$ cat config.mk
export PLATFORM = sky130hd
export DESIGN_NAME = ipd_dispatch_front
export DESIGN_NICKNAME = d
export VERILOG_FILES = /design/src/rtl/ipd_pkg.sv /design/src/rtl/ipd_pipe.sv /design/src/rtl/ipd_pfx_decode.sv /design/src/rtl/ipd_pfx_state.sv /design/src/rtl/ipd_dispatch_front.sv
export SDC_FILE = /design/constraint.sdc
export NUM_CORES = 1
export LEC_CHECK = 0
export BUFFER_PORTS_ARGS = -buffer_cell sky130_fd_sc_hd__buf_4
export CORE_MARGIN = 10
export CORE_UTILIZATION = 50
export DETAILED_ROUTE_END_ITERATION = 6
export PLACE_DENSITY = 0.82
export SETUP_SLACK_MARGIN = 0.02
export SLEW_MARGIN = 0
export SYNTH_ARGS = -nofsm -noshare
export SYNTH_HDL_FRONTEND = slang
export SYNTH_SLANG_ARGS = --single-unit
$ cat constraint.sdc
create_clock -name clk -period 2.58 [get_ports clk]
set_input_delay 0.516 -clock clk [delete_from_list [all_inputs] [get_ports clk]]
set_output_delay 0.516 -clock clk [all_outputs]
set_load 0.05 [all_outputs]
$ cat src/rtl/ipd_pkg.sv
package ipd_pkg;
  localparam int OPC_W = 8;
  localparam int SEL_W = 4;
  localparam int GRP_W = OPC_W - SEL_W;

  localparam logic [OPC_W-1:0] OPC_MODE1 = 8'h3D;
  localparam logic [OPC_W-1:0] OPC_MODE2 = 8'h3E;
  localparam logic [OPC_W-1:0] OPC_MODE3 = 8'h3F;
  localparam logic [GRP_W-1:0] GRP_DST   = 4'h1;
  localparam logic [GRP_W-1:0] GRP_BOTH  = 4'h2;
  localparam logic [GRP_W-1:0] GRP_SRC   = 4'hB;

  typedef enum logic [2:0] {
    PK_NONE, PK_MODE1, PK_MODE2, PK_MODE3, PK_DST, PK_SRC, PK_BOTH
  } pfx_kind_e;
endpackage

$ cat src/rtl/ipd_pipe.sv
module ipd_pipe #(
  parameter int OP_W = ipd_pkg::OPC_W
) (
  input  logic            clk,
  input  logic            rst_n,
  input  logic            load,
  input  logic            load_valid,
  input  logic [OP_W-1:0] load_data,
  output logic            full,
  output logic [OP_W-1:0] byte_q
);
  always_ff @(posedge clk) begin
    if (!rst_n) begin
      full   <= 1'b0;
      byte_q <= '0;
    end else if (load) begin
      full <= load_valid;
      if (load_valid) byte_q <= load_data;
    end
  end
endmodule

$ cat src/rtl/ipd_pfx_decode.sv
module ipd_pfx_decode
  import ipd_pkg::*;
#(
  parameter int OP_W = OPC_W,
  parameter int S_W  = SEL_W
) (
  input  logic [OP_W-1:0] op,
  output pfx_kind_e       kind,
  output logic [S_W-1:0]  reg_num
);
  localparam int G_W = OP_W - S_W;
  logic [G_W-1:0] grp;

  assign grp     = op[OP_W-1:S_W];
  assign reg_num = op[S_W-1:0];

  always_comb begin
    kind = PK_NONE;
    if (op == OPC_MODE1)      kind = PK_MODE1;
    else if (op == OPC_MODE2) kind = PK_MODE2;
    else if (op == OPC_MODE3) kind = PK_MODE3;
    else if (grp == GRP_DST)  kind = PK_DST;
    else if (grp == GRP_SRC)  kind = PK_SRC;
    else if (grp == GRP_BOTH) kind = PK_BOTH;
  end
endmodule

$ cat src/rtl/ipd_pfx_state.sv
module ipd_pfx_state
  import ipd_pkg::*;
#(
  parameter int S_W = SEL_W
) (
  input  logic           clk,
  input  logic           rst_n,
  input  logic           pfx_fire,
  input  logic           clear,
  input  pfx_kind_e      kind,
  input  logic [S_W-1:0] reg_num,
  output logic           mode1,
  output logic           mode2,
  output logic           bflag,
  output logic [S_W-1:0] src,
  output logic [S_W-1:0] dst
);
  always_ff @(posedge clk) begin
    if (!rst_n || clear) begin
      mode1 <= 1'b0;
      mode2 <= 1'b0;
      bflag <= 1'b0;
      src   <= '0;
      dst   <= '0;
    end else if (pfx_fire) begin
      case (kind)
        PK_MODE1: mode1 <= 1'b1;
        PK_MODE2: mode2 <= 1'b1;
        PK_MODE3: begin mode1 <= 1'b1; mode2 <= 1'b1; end
        PK_DST:   dst <= reg_num;
        PK_SRC:   src <= reg_num;
        PK_BOTH:  begin src <= reg_num; dst <= reg_num; bflag <= 1'b1; end
        default:  ;
      endcase
    end
  end
endmodule

$ cat src/rtl/ipd_dispatch_front.sv
module ipd_dispatch_front
  import ipd_pkg::*;
#(
  parameter int OP_W = OPC_W,
  parameter int S_W  = SEL_W,
  localparam int IDX_W = OP_W + 2
) (
  input  logic             clk,
  input  logic             rst_n,
  input  logic             go,
  input  logic             fetch_valid,
  input  logic [OP_W-1:0]  fetch_data,
  output logic             fetch_ready,
  output logic             pc_inc,
  output logic             disp_valid,
  input  logic             disp_ready,
  output logic [IDX_W-1:0] disp_index,
  output logic [S_W-1:0]   src_sel,
  output logic [S_W-1:0]   dst_sel,
  output logic             with_flag
);
  logic            pipe_full;
  logic [OP_W-1:0] pipe_byte;
  pfx_kind_e       kind;
  logic [S_W-1:0]  reg_num;
  logic            is_pfx, step, mode1, mode2;

  assign is_pfx      = (kind != PK_NONE);
  assign step        = go && pipe_full && (is_pfx || disp_ready);
  assign disp_valid  = go && pipe_full && !is_pfx;
  assign fetch_ready = go && (!pipe_full || step);
  assign pc_inc      = fetch_ready && fetch_valid;
  assign disp_index  = {mode2, mode1, pipe_byte};

  ipd_pipe #(.OP_W(OP_W)) u_pipe (
    .clk(clk), .rst_n(rst_n), .load(fetch_ready), .load_valid(fetch_valid),
    .load_data(fetch_data), .full(pipe_full), .byte_q(pipe_byte)
  );

  ipd_pfx_decode #(.OP_W(OP_W), .S_W(S_W)) u_dec (
    .op(pipe_byte), .kind(kind), .reg_num(reg_num)
  );

  ipd_pfx_state #(.S_W(S_W)) u_state (
    .clk(clk), .rst_n(rst_n), .pfx_fire(step && is_pfx),
    .clear(step && !is_pfx), .kind(kind), .reg_num(reg_num),
    .mode1(mode1), .mode2(mode2), .bflag(with_flag),
    .src(src_sel), .dst(dst_sel)
  );
endmodule

==> reports/results.tsv <==
stage	metric	value	unit
outcome	outcome	completed	
cells_and_area	share of cells above drive strength 1	0.383	
floorplanning	Die Span X	64.4	µm
global_route	largest net degree at the start of global routing	19	
placed_design	area post-placement	1210	µm²
cells_and_area	Seq. cell area	403	µm²
clock_network	TritonCTS clock tree	yes	
power	PD cells	556	nW/µm²
cells_and_area	area of the multi-input gates	507	µm²
worst_setup_path	Worst path max stage delay	430	ps
placed_design	RD Place Congestion	0.904	
route	routed vias	809	
cells_and_area	fin area	1260	µm²
clock_network	H-tree Lvls	1	
floorplanning	floorplan row count	15	
route	drt pass-1 iters	4	
worst_setup_path	Worst EP required	2060	ps
synth	asr flop ratio synth	0	
synth	Yosys warning total	0	
worst_setup_path	CP bufs+invs	1	
synth	Post-Syn Instances	103	
worst_setup_path	Critical Path Start Type	flop	
synth	Synth area leader	dfxtp_1	
floorplanning	die area	4140	µm²
cells_and_area	Ant. Diodes	0	
worst_setup_path	Crit Path Category	flop to primary output	
synth	Main synth FF type	dfxtp_1	
floorplanning	starting density of the core	0.547	
route	initial drt markers	24	
worst_setup_path	Slowest-stage cell, CP	dfxtp_1	
synth	synthesized area	985	µm²
sta	Final Max Tran Viols	0	
placed_design	I/O Buffers	34	
sta	final worst-path cycle share	0.938	
synth	syn nets	116	
synth	register bit count reported by yosys	20	
synth	EDFF count, synth	0	
worst_setup_path	delay-heaviest family, CP	simple AND/OR/NAND/NOR gates	
sta	Tmin final	2420	ps
global_route	initial antenna violation count	0	
synth	Unique masters post-synth	31	
synth	share of the synthesized area in the top cell type	0.407	
synth	Avg Synthesized Cell Area	9.56	µm²
clock_network	Worst-path clk slew	110	ps
placed_design	Detailed Place HPWL	1790	µm
sta	Worst slew margin	0.686	
synth	Synth top cells by count	dfxtp_1 (20), nand2_1 (19), mux2i_1 (17), nor2_1 (11), buf_4 (4)	
global_route	first-pass GRT wire length	3800	µm
power	Leak	0.584	nW
cells_and_area	filler cell count in the final layout	156	
clock_network	worst skew pair latency	290	ps
clock_network	PostCTS Resize Cnt	0	
sta	worst hold margin	461	ps
clock_network	post-CTS setup buffer count	0	
worst_setup_path	crit-path max FO	9	
cells_and_area	fin cells	158	
sta	final hold vios	0	
floorplanning	die span in y	64.4	µm
global_route	GRT Resource Usage Total	0.110	
placed_design	placed insts	154	
clock_network	clock sink count	20	
route	via/cell ratio	5.12	
sta	setup tns final	0	ps
route	DRT antenna net count	0	
cells_and_area	Final #Nets	147	
clock_network	# hold bufs at CTS	0	
sta	Max Freq	413	MHz
worst_setup_path	R2R setup slack	850	ps
route	total routed wirelength	2300	µm
min_path	worst min path class	input port to flop	
power	Worst IR Drop VDD	0.000397	V
synth	sequential fraction of the synthesis area	0.407	
clock_network	Max Root-Sink Buffers	2	
synth	top-count cell post-synth	dfxtp_1	
clock_network	CTS Buf Count	3	
global_route	number of global-route vias before repair	769	
sta	RSZ-0062 raised after global routing	false	
route	DR DRC count	0	
worst_setup_path	crit-path cells	and4bb_1, o2111ai_2, nand4_1, and3_4, buf_4	
sta	Final setup viols	0	
worst_setup_path	endpoint class of the critical path	primary output	
sta	Clock Skew	2.12	ps
cells_and_area	synthesis-to-layout area growth	28.3	%
route	WL/cell	14.6	µm
sta	Worst-Margin Slew	470	ps
synth	synth top area cells	dfxtp_1 (41%), mux2i_1 (17%), nand2_1 (7.2%), nor2_1 (4.2%), buf_4 (3.0%)	
floorplanning	Core Box Area	1800	µm²
clock_network	root buf cell	clkbuf_4	
floorplanning	Top Ports	35	
global_route	gr ovfl total	0	
job	Max Cap Viol	0	
worst_setup_path	WP data arrival	1910	ps
[placed cells by master (no fill, tap or decap), types with 2 or more instances in the layout]
cell	n
dfxtp_1	18
dfxtp_2	2
nand2_1	19
nor2_2	2
buf_4	35
mux2i_1	17
xor2_1	2
clkbuf_4	3
inv_1	2
nor2_1	11
[logic make-up after synthesis]
logic type,share of synthesized area
simple gates,0.220
flops,0.407
mux,0.184
buf+inv,0.0839
compound gates,0.0788
xor+xnor,0.0267
[final timing paths]
kind                                  startpoint               end  cells after the start
worst max register to register  u_pipe.byte_q[7]     u_state.mode2                      6
worst min-delay path               fetch_data[7]  u_pipe.byte_q[7]                      3
worst max-delay path            u_pipe.byte_q[7]            pc_inc                      5
worst min register to register     u_state.bflag     u_state.bflag                      2
[per-layer routing]
| layer | vias to the layer above | global-route usage | part of all wire |
|---|---|---|---|
| met1 | 377 | 0.123 | 0.43 |
| met5 | - | 0 | 0 |
| met2 | 23 | 0.186 | 0.50 |
| li1 | 407 | - | - |
| met3 | 2 | 0.0418 | 0.066 |
| met4 | 0 | 0.0401 | 0.0052 |
[worst reg2reg max path, cell delays in order (launching register included)]
cell and delay [ps]:
dfxtp_1 540, and4bb_1 290, o2111ai_2 100, nand2_1 130, o41ai_2 290, buf_4 230
nor2_1 70
[registers in the layout, summed over array words and instances (netlist names)]
| register | flops |
|---|---|
| u_pipe.byte_q | 8 |
| u_state.dst | 4 |
| u_state.src | 4 |
| u_pipe.full | 1 |
| u_state.bflag | 1 |
| u_state.mode1 | 1 |
| u_state.mode2 | 1 |
[cell type report]
| type | instances | area share |
|---|---|---|
| clock buffer | 3 | 0.0178 |
| clock inverter | 1 | 0.0238 |
| inverter | 2 | 0.00594 |
| multi-input combinational | 72 | 0.401 |
| sequential | 20 | 0.319 |
| tap | 25 | 0.0248 |
| timing repair buffer | 35 | 0.208 |
[power by group]
group	switching [mW]	internal, mW	total [mW]
Combinational	0.0695	0.0472	0.117
Clock	0.0952	0.157	0.252
Sequential	0.0168	0.318	0.334
Total	0.182	0.522	0.703
[metrics by stage]
stage	total power [mW]	util	setup slack, ps
2_1_floorplan	0.424	-	162
4_1_cts	0.709	0.700	80.4
6_report	0.703	0.701	159
3_3_place_gp	0.456	0.671	516
3_5_place_dp	0.458	0.671	424
5_1_grt	0.731	0.701	49.2
(Power assumes the default switching activity.)
